**config.mk**
```make
export PLATFORM = sky130hd
export DESIGN_NAME = grev_unit
export DESIGN_NICKNAME = d
export VERILOG_FILES = /design/src/rtl/grev_pkg.sv /design/src/rtl/grev_stage.sv /design/src/rtl/grev_net.sv /design/src/rtl/grev_ctrl_chk.sv /design/src/rtl/grev_pipe.sv /design/src/rtl/grev_unit.sv
export SDC_FILE = /design/constraint.sdc
export NUM_CORES = 1
export LEC_CHECK = 0
export BUFFER_PORTS_ARGS = -buffer_cell sky130_fd_sc_hd__buf_4
export CAP_MARGIN = 20
export CORE_MARGIN = 2
export CORE_UTILIZATION = 37
export DETAILED_ROUTE_END_ITERATION = 6
export GPL_ROUTABILITY_DRIVEN = 0
export HOLD_SLACK_MARGIN = 0.06
export PLACE_DENSITY = 0.65
export SLEW_MARGIN = 15
export SYNTH_ARGS = -nofsm -noshare
export SYNTH_HDL_FRONTEND = slang
export SYNTH_SLANG_ARGS = --single-unit
```
**constraint.sdc**
```tcl
create_clock -name clk -period 4.1 [get_ports clk]
set_clock_uncertainty 0.2 [all_clocks]
set_input_delay 0.205 -clock clk [delete_from_list [all_inputs] [get_ports clk]]
set_output_delay 0.205 -clock clk [all_outputs]
set_load 0.1 [all_outputs]
```
**src/rtl/grev_pkg.sv**
```systemverilog
package grev_pkg;
  // Mask selecting the lower group of each adjacent pair of 2^k-bit groups.
  function automatic logic [63:0] grp_mask(input int k);
    logic [63:0] m;
    for (int i = 0; i < 64; i++) m[i] = (((i >> k) & 1) == 0);
    return m;
  endfunction
endpackage

```
**src/rtl/grev_stage.sv**
```systemverilog
module grev_stage #(
  parameter int W = 64,
  parameter int K = 0
) (
  input  logic [W-1:0] x_i,
  input  logic         en_i,
  output logic [W-1:0] y_o
);
  localparam int          SH = 1 << K;
  localparam logic [63:0] MF = grev_pkg::grp_mask(K);
  localparam logic [W-1:0] M = MF[W-1:0];

  always_comb begin
    if (en_i) y_o = ((x_i & M) << SH) | ((x_i >> SH) & M);
    else      y_o = x_i;
  end
endmodule

```
**src/rtl/grev_net.sv**
```systemverilog
module grev_net #(
  parameter int W = 64,
  localparam int NST = $clog2(W)
) (
  input  logic [W-1:0]   d_i,
  input  logic [NST-1:0] c_i,
  output logic [W-1:0]   r_o
);
  logic [W-1:0] chain [NST+1];
  assign chain[0] = d_i;

  for (genvar k = 0; k < NST; k++) begin : g_stg
    grev_stage #(.W(W), .K(k)) u_stage (
      .x_i (chain[k]),
      .en_i(c_i[k]),
      .y_o (chain[k+1])
    );
  end

  assign r_o = chain[NST];
endmodule

```
**src/rtl/grev_ctrl_chk.sv**
```systemverilog
module grev_ctrl_chk #(
  parameter int XLEN = 64,
  localparam int NST = $clog2(XLEN)
) (
  input  logic [XLEN-1:0] ctrl_i,
  input  logic            imm_i,
  input  logic            word_i,
  output logic            illegal_o,
  output logic            bswap_o
);
  localparam logic [XLEN-1:0] LIM_FULL = XLEN;
  localparam logic [XLEN-1:0] LIM_WORD = 32;
  localparam logic [NST-1:0]  REV8_FULL = NST'(XLEN - 8);
  localparam logic [NST-1:0]  REV8_WORD = NST'(24);

  logic           wmode;
  logic [NST-1:0] eff;

  assign wmode = (XLEN == 64) && word_i;

  always_comb begin
    eff = ctrl_i[NST-1:0];
    if (wmode) eff[NST-1] = 1'b0;
  end

  assign illegal_o = imm_i && (ctrl_i >= (wmode ? LIM_WORD : LIM_FULL));
  assign bswap_o   = !illegal_o && (eff == (wmode ? REV8_WORD : REV8_FULL));
endmodule

```
**src/rtl/grev_pipe.sv**
```systemverilog
module grev_pipe #(
  parameter int PW  = 66,
  parameter bit REG = 1'b1
) (
  input  logic          clk,
  input  logic          rst_n,
  input  logic          s_valid,
  output logic          s_ready,
  input  logic [PW-1:0] s_data,
  output logic          m_valid,
  input  logic          m_ready,
  output logic [PW-1:0] m_data
);
  if (REG) begin : g_reg
    logic          v_q;
    logic [PW-1:0] d_q;
    assign s_ready = !v_q || m_ready;
    always_ff @(posedge clk or negedge rst_n) begin
      if (!rst_n) begin
        v_q <= 1'b0;
        d_q <= '0;
      end else begin
        if (s_ready) v_q <= s_valid;
        if (s_valid && s_ready) d_q <= s_data;
      end
    end
    assign m_valid = v_q;
    assign m_data  = d_q;
  end else begin : g_thru
    assign s_ready = m_ready;
    assign m_valid = s_valid;
    assign m_data  = s_data;
  end
endmodule

```
**src/rtl/grev_unit.sv**
```systemverilog
module grev_unit #(
  parameter int XLEN    = 64,
  parameter bit OUT_REG = 1'b1
) (
  input  logic            clk,
  input  logic            rst_n,
  input  logic            in_valid,
  output logic            in_ready,
  input  logic [XLEN-1:0] in_data,
  input  logic [XLEN-1:0] in_ctrl,
  input  logic            in_imm,
  input  logic            in_word,
  output logic            out_valid,
  input  logic            out_ready,
  output logic [XLEN-1:0] out_data,
  output logic            out_illegal,
  output logic            out_bswap
);
  localparam int NST = $clog2(XLEN);
  localparam int PW  = XLEN + 2;

  logic [XLEN-1:0] res_full, res_sel, res_c;
  logic            illegal_c, bswap_c;
  logic [PW-1:0]   pay_in, pay_out;

  grev_net #(.W(XLEN)) u_full (
    .d_i(in_data),
    .c_i(in_ctrl[NST-1:0]),
    .r_o(res_full)
  );

  if (XLEN == 64) begin : g_word
    logic [31:0] res_w;
    grev_net #(.W(32)) u_word (
      .d_i(in_data[31:0]),
      .c_i(in_ctrl[4:0]),
      .r_o(res_w)
    );
    assign res_sel = in_word ? {{32{res_w[31]}}, res_w} : res_full;
  end else begin : g_noword
    assign res_sel = res_full;
  end

  grev_ctrl_chk #(.XLEN(XLEN)) u_chk (
    .ctrl_i   (in_ctrl),
    .imm_i    (in_imm),
    .word_i   (in_word),
    .illegal_o(illegal_c),
    .bswap_o  (bswap_c)
  );

  assign res_c  = illegal_c ? '0 : res_sel;
  assign pay_in = {illegal_c, bswap_c, res_c};

  grev_pipe #(.PW(PW), .REG(OUT_REG)) u_pipe (
    .clk    (clk),
    .rst_n  (rst_n),
    .s_valid(in_valid),
    .s_ready(in_ready),
    .s_data (pay_in),
    .m_valid(out_valid),
    .m_ready(out_ready),
    .m_data (pay_out)
  );

  assign out_illegal = pay_out[PW-1];
  assign out_bswap   = pay_out[PW-2];
  assign out_data    = pay_out[XLEN-1:0];
endmodule

```
; ---- After elaboration in Yosys (flattened, before gate mapping)
; Index checks and enable logic that the tools add are counted.
[word_totals]
reg_bits = 67
input_bits = 134
out_inout_bits = 68
word_cells = 37
[op_classes]
n_lt_le_gt_ge = 1
eq_ne = 1
mux = 16
bitwise_logic = 11
reduce_logical = 6
[ops]
columns = cell, n
row1 = $mux 64, 8
row2 = $mux 32, 5
row3 = $ge 64x64->1, 1
row4 = $or 64x32->64, 1
row5 = $or 64x48->64, 1
row6 = $or 64x56->64, 1
row7 = $or 64x60->64, 1
row8 = $or 64x62->64, 1
row9 = $or 64x63->64, 1
row10 = $or 32x16->32, 1
row11 = $or 32x24->32, 1
row12 = $or 32x28->32, 1
row13 = $or 32x30->32, 1
row14 = $or 32x31->32, 1
row15 = $mux 7, 1
row16 = $eq 6x6->1, 1
row17 = $mux 6, 1
row18 = $logic_and 1x1->1, 3
row19 = $logic_not 1->1, 2
row20 = $logic_or 1x1->1, 1
row21 = $mux 1, 1

; ---- Logic depth before layout (Yosys ltp)
[logic_depth]
word_depth = 14
mapped_depth = 9

; ---- Cells and area by module
; Synthesis repeated with hierarchy kept, for this count alone.
[unflattened]
hier_cells = 928
area_unflattened_um2 = 13215.2
[modules_own_cells]
columns = module, instances, cells_each, area_each_um2, seq_area_each_um2
row1 = grev_stage at u_full.g_stg[0].u_stage ..., 6, 71, 1077.3, 0.0
row2 = grev_stage at g_word.u_word.g_stg[0].u_stage ..., 5, 36, 544.3, 0.0
row3 = grev_pipe, 1, 143, 2697.6, 1676.6
row4 = grev_unit, 1, 146, 1084.8, 0.0
row5 = grev_ctrl_chk, 1, 33, 247.7, 0.0

; ---- Worst setup path before layout
; Ideal clock, no wire load.
[synth_path]
path_type = reg2reg
startpoint = register u_pipe.g_reg.v_q (netlist: u_pipe.m_valid)
endpoint = register u_pipe.g_reg.d_q[34] (netlist: u_pipe.m_data[34])
setup_time_ns = 0.069
arrival_time_ns = 2.885
t_required_ns = 3.831
path_slack_ns = 0.946
stages_incl_launch_ff = 7
synth_period_minus_slack_ns = 3.154
cell_sequence = dfrtp_1 > nand2b_1 > and2_1 > clkbuf_1 > nand2_1 > buf_1 > o221a_1
[synth_via]
elab_chain_len = 3
[synth_rtl]
columns = element, line_no
row1 = from (decl), grev_pipe.sv:15  ; logic v_q;
row2 = from (signal assigned), grev_pipe.sv:23  ; if (s_ready) v_q <= s_valid;
row3 = $logic_not 1->1, grev_pipe.sv:17  ; assign s_ready = !v_q || m_ready;
row4 = $logic_or 1x1->1, grev_pipe.sv:17
row5 = named net in_ready, grev_unit.sv:8  ; output logic in_ready,
row6 = $logic_and 1x1->1, grev_pipe.sv:24  ; if (s_valid && s_ready) d_q <= s_data;
row7 = to (signal assigned), grev_pipe.sv:24
row8 = to (decl), grev_pipe.sv:16  ; logic [PW-1:0] d_q;
; The timed path passes the listed nets, and every way through them passes these cells.
; A chain may end at the register's enable or synchronous reset.

; ---- Worst setup path after layout
[layout_path]
startpoint = input in_ctrl[1]
endpoint = register u_pipe.g_reg.d_q[27] (netlist: u_pipe.m_data[27])
[layout_via]
elab_chain_len = 11
word_cells_on_any_way = 20
cone_classes = order compare: 1 / mux: 11 / bitwise: 7 / reduce/logical: 1
[layout_rtl]
columns = element, line_no
row1 = from (decl), grev_unit.sv:10  ; input logic [XLEN-1:0] in_ctrl,
row2 = $mux 64, grev_stage.sv:14  ; if (en_i) y_o = ((x_i & M) << SH) | ((x_i >> SH) & M);
row3 = $or 64x60->64, grev_stage.sv:14
row4 = $mux 64, grev_stage.sv:14
row5 = $or 64x56->64, grev_stage.sv:14
row6 = $mux 64, grev_stage.sv:14
row7 = $or 64x48->64, grev_stage.sv:14
row8 = $mux 64, grev_stage.sv:14
row9 = $or 64x32->64, grev_stage.sv:14
row10 = $mux 64, grev_stage.sv:14
row11 = $mux 64, grev_unit.sv:39  ; assign res_sel = in_word ? {{32{res_w[31]}}, res_w} : res_full;
row12 = $mux 64 *, grev_unit.sv:52  ; assign res_c = illegal_c ? '0 : res_sel;
; Mark *: on every way between the ends. The rest lies on a longest branch, timed or not.

==> flow_summary.ini <==
[timing]
period_share_pct = 79.3
setup_tns_ns = 0
finalSetupViolCount = 0
slew_headroom_pct = 31.4
period_needed_ns = 3.25
worst_pin_slew_ns = 1.03
hold_viol_final = 0
rsz0062_at_grt = no
max_clock_freq_ghz = 0.307
slew_violations = 0

[logic_synthesis]
synth_cells = 645
yosysSeqAreaShare_pct = 24.5
syn_area_per_cell_um2 = 10.6
syn-num-nets = 782
yosysUniqueCellTypes = 31
syn_area_um2 = 6860
yosys_warnings = 0
synth_seq_cells = 67

[global_route]
antenna_found_initial = 0
met3_usage_pct = 4.14
grt_pass1_wl_um = 35300
grt.busiest_layer = met1
use_met1_pct = 35.3
met2_usage_pct = 33.2
grt_max_degree = 68
grt-ovfl-total = 0
grt_pass1_vias = 6059
grt_usage_pct = 22.8

[power_and_ir_drop]
p_leak_nw = 3.93
swShare_pct = 48.1
p_per_area_nw_per_um2 = 420
net-switching-power_w = 0.00177
seq_power_share_pct = 23.3
vdd_drop_max_mv = 0.230
combPwrFrac_pct = 56.2
power.share.clock_pct = 20.5
p_total_w = 0.00368
internal-power_w = 0.00191

[die]
io_pins = 202
initial_utilization_pct = 37.9
fp-row-count = 49
core_area_um2 = 18100
die_height_um = 140
fp.dieArea_um2 = 19600
die_w_um = 140

[clock_tree]
clock_latency_ns = 0.32
clk_path_buf_depth = 2
cts_tree = done
cts_buffers = 9
cts_sinks = 67
post_cts_resize_count = 0
cts_max_level = 3
path_clk_slew_ns = 0.05
root_buffer = clkbuf_16

[route]
vias = 6628
vias_per_cell = 6.42
ant_nets = 0
dr.pass1.iters = 7
wire_per_inst_um = 22.3
drcViolationCount = 16
drt-total-wl_um = 23100
drt_iter0_drc = 1038

[final_layout]
n_antenna_cell = 0
n_fill_cell = 1679
drive_gt1_share_pct = 37.4
nets = 937
final_cell_area_um2 = 8760
fin_util_pct = 48.4
area_growth_pct = 27.7

[critical_path]
crit_path_start_kind = input port
max_stage_delay_ns = 0.76
crit_type = input port to register
cp_num_buf_inv = 3
crit_family = buffers and inverters
critPathMaxFanout = 51
cp_data_arrival_time_ns = 3.26
cp_slowest_cell = and2_2
crit_chain = dlygate4sd3_1, buf_4, and2_2, buf_4, a22o_1, nor2_1, mux4_2, mux2_2, a22o_1
required_ns = 4.11
endpoint_kind = register

[job]
drv_cap = 0

[placement]
postPlaceCellArea_um2 = 8410
io_buffers = 201
post-dp-hpwl_um = 17900

[outcome]
violations = DRC
status = complete, but fails checks

[worst_hold_path]
holdCritPathClass = input port to register
==> metrics by stage <==
step	setup WS [ns]	hold WS, ns	instances
after floorplan	0.946	-0.291	645
after global placement	0.944	0.157	1013
after detailed placement	0.873	0.165	1013
after CTS	0.890	0.236	1033
after global routing	0.716	0.271	1033
final	0.847	0.237	1033
==> logic make-up after synthesis <==
group	share of synthesized area, %
AO/OA/AOI/OAI	27.4
buffers and inverters	5.55
flip-flops	24.5
adder cells (fa/ha/maj)	0.548
multiplexers	34.9
AND/OR/NAND/NOR	7.15
==> Yosys cell counts <==
| cell type | number | area, µm² |
|---|---|---|
| a211oi_1 | 1 | 7.51 |
| a21o_1 | 1 | 7.51 |
| a21oi_1 | 3 | 15.0 |
| a22o_1 | 52 | 455 |
| a22oi_1 | 112 | 841 |
| and2_1 | 2 | 12.5 |
| buf_1 | 20 | 75.1 |
| buf_2 | 13 | 65.1 |
| buf_4 | 1 | 7.51 |
| buf_6 | 7 | 78.8 |
| buf_8 | 2 | 30.0 |
| clkbuf_1 | 31 | 116 |
| dfrtp_1 | 67 | 1680 |
| ha_1 | 3 | 37.5 |
| inv_1 | 2 | 7.51 |
| mux2_2 | 5 | 56.3 |
| mux2i_1 | 92 | 921 |
| mux4_2 | 63 | 1420 |
| nand2_1 | 64 | 240 |
| nand2b_1 | 5 | 31.3 |
| nand4_1 | 3 | 18.8 |
| nor2_1 | 13 | 48.8 |
| nor2b_1 | 2 | 12.5 |
| nor4_1 | 15 | 93.8 |
| o2111ai_1 | 1 | 8.76 |
| o21a_1 | 1 | 7.51 |
| o221a_1 | 31 | 349 |
| o22ai_1 | 28 | 175 |
| o41ai_1 | 1 | 8.76 |
| or4_1 | 3 | 22.5 |
| or4b_2 | 1 | 10.0 |
==> worst reg2reg max path, cell delays in order (launching register included) <==
cell,delay [ns]
dfrtp_1,0.37
nand2b_1,0.13
nand2_1,0.07
buf_4,0.26
o41ai_1,0.36
dlygate4sd3_1,0.59
==> timing repair <==
action                                 4_1_cts  5_1_grt
endpoints found under the hold margin       69        0
hold buffers                                 5        0
buffers inserted                             0        0
==> flip-flops by register name, indices dropped and copies added (netlist names) <==
name            flops
u_pipe.m_valid      1
u_pipe.m_data      66
==> power groups by stage <==
stage	Combinational, W	Sequential (W)	Clock (W)
2_1_floorplan	0.000709	0.00166	0
3_3_place_gp	0.00203	0.000865	0
3_5_place_dp	0.00205	0.000866	0
4_1_cts	0.00205	0.000855	0.000769
5_1_grt	0.00215	0.000869	0.000799
6_report	0.00207	0.000856	0.000755
==> cell type report <==
type | count | area (µm²) | area share, %
Inverter | 2 | 7.51 | 0.0857
Timing Repair Buffer | 218 | 1660 | 19.0
Tap cell | 229 | 287 | 3.27
Clock inverter | 2 | 35.0 | 0.400
Multi-Input combinational cell | 502 | 4830 | 55.1
Sequential cell | 67 | 1680 | 19.1
Clock buffer | 13 | 260 | 2.97
==> per-layer routing <==
| layer | routed length [µm] | up-vias |
|---|---|---|
| met3 | 1890 | 38 |
| met1 | 10700 | 3224 |
| met5 | 0 | - |
| li1 | - | 3027 |
| met2 | 10100 | 339 |
| met4 | 448 | 0 |
==> placed cells by master, fill, tap and decap left out, types with 2 or more instances in the layout <==
cell type,Yosys,layout
mux2_2,5,5
ha_1,3,3
dlygate4sd3_1,0,5
nand4_1,3,3
a21oi_1,3,3
a22oi_1,112,112
mux2i_1,92,92
clkbuf_1,31,2
buf_4,1,212
clkbuf_8,0,2
nor2_1,13,11
inv_1,2,2
a22o_1,52,52
dfrtp_1,67,67
o221a_1,31,31
or4_1,3,3
nand2b_1,5,5
nor4_1,15,15
nand2_1,64,63
mux4_2,63,63
nor2b_4,0,2
clkbuf_16,0,9
o22ai_1,28,28
==> path summary, 6_finish.rpt <==
check	start	endpoint	slack (ns)	cells past startpoint
max in group asynchronous	rst_n	u_pipe.m_data[29]	2.81	2
min in group asynchronous	rst_n	u_pipe.m_valid	0.35	2
setup reg to reg	u_pipe.m_valid	u_pipe.m_data[64]	2.06	5
hold / removal	in_imm	u_pipe.m_data[16]	0.24	4
setup / recovery	in_ctrl[1]	u_pipe.m_data[27]	0.85	9
hold reg to reg	u_pipe.m_data[65]	u_pipe.m_data[65]	0.28	2
No activity file was read; power rests on OpenSTA's default activity.
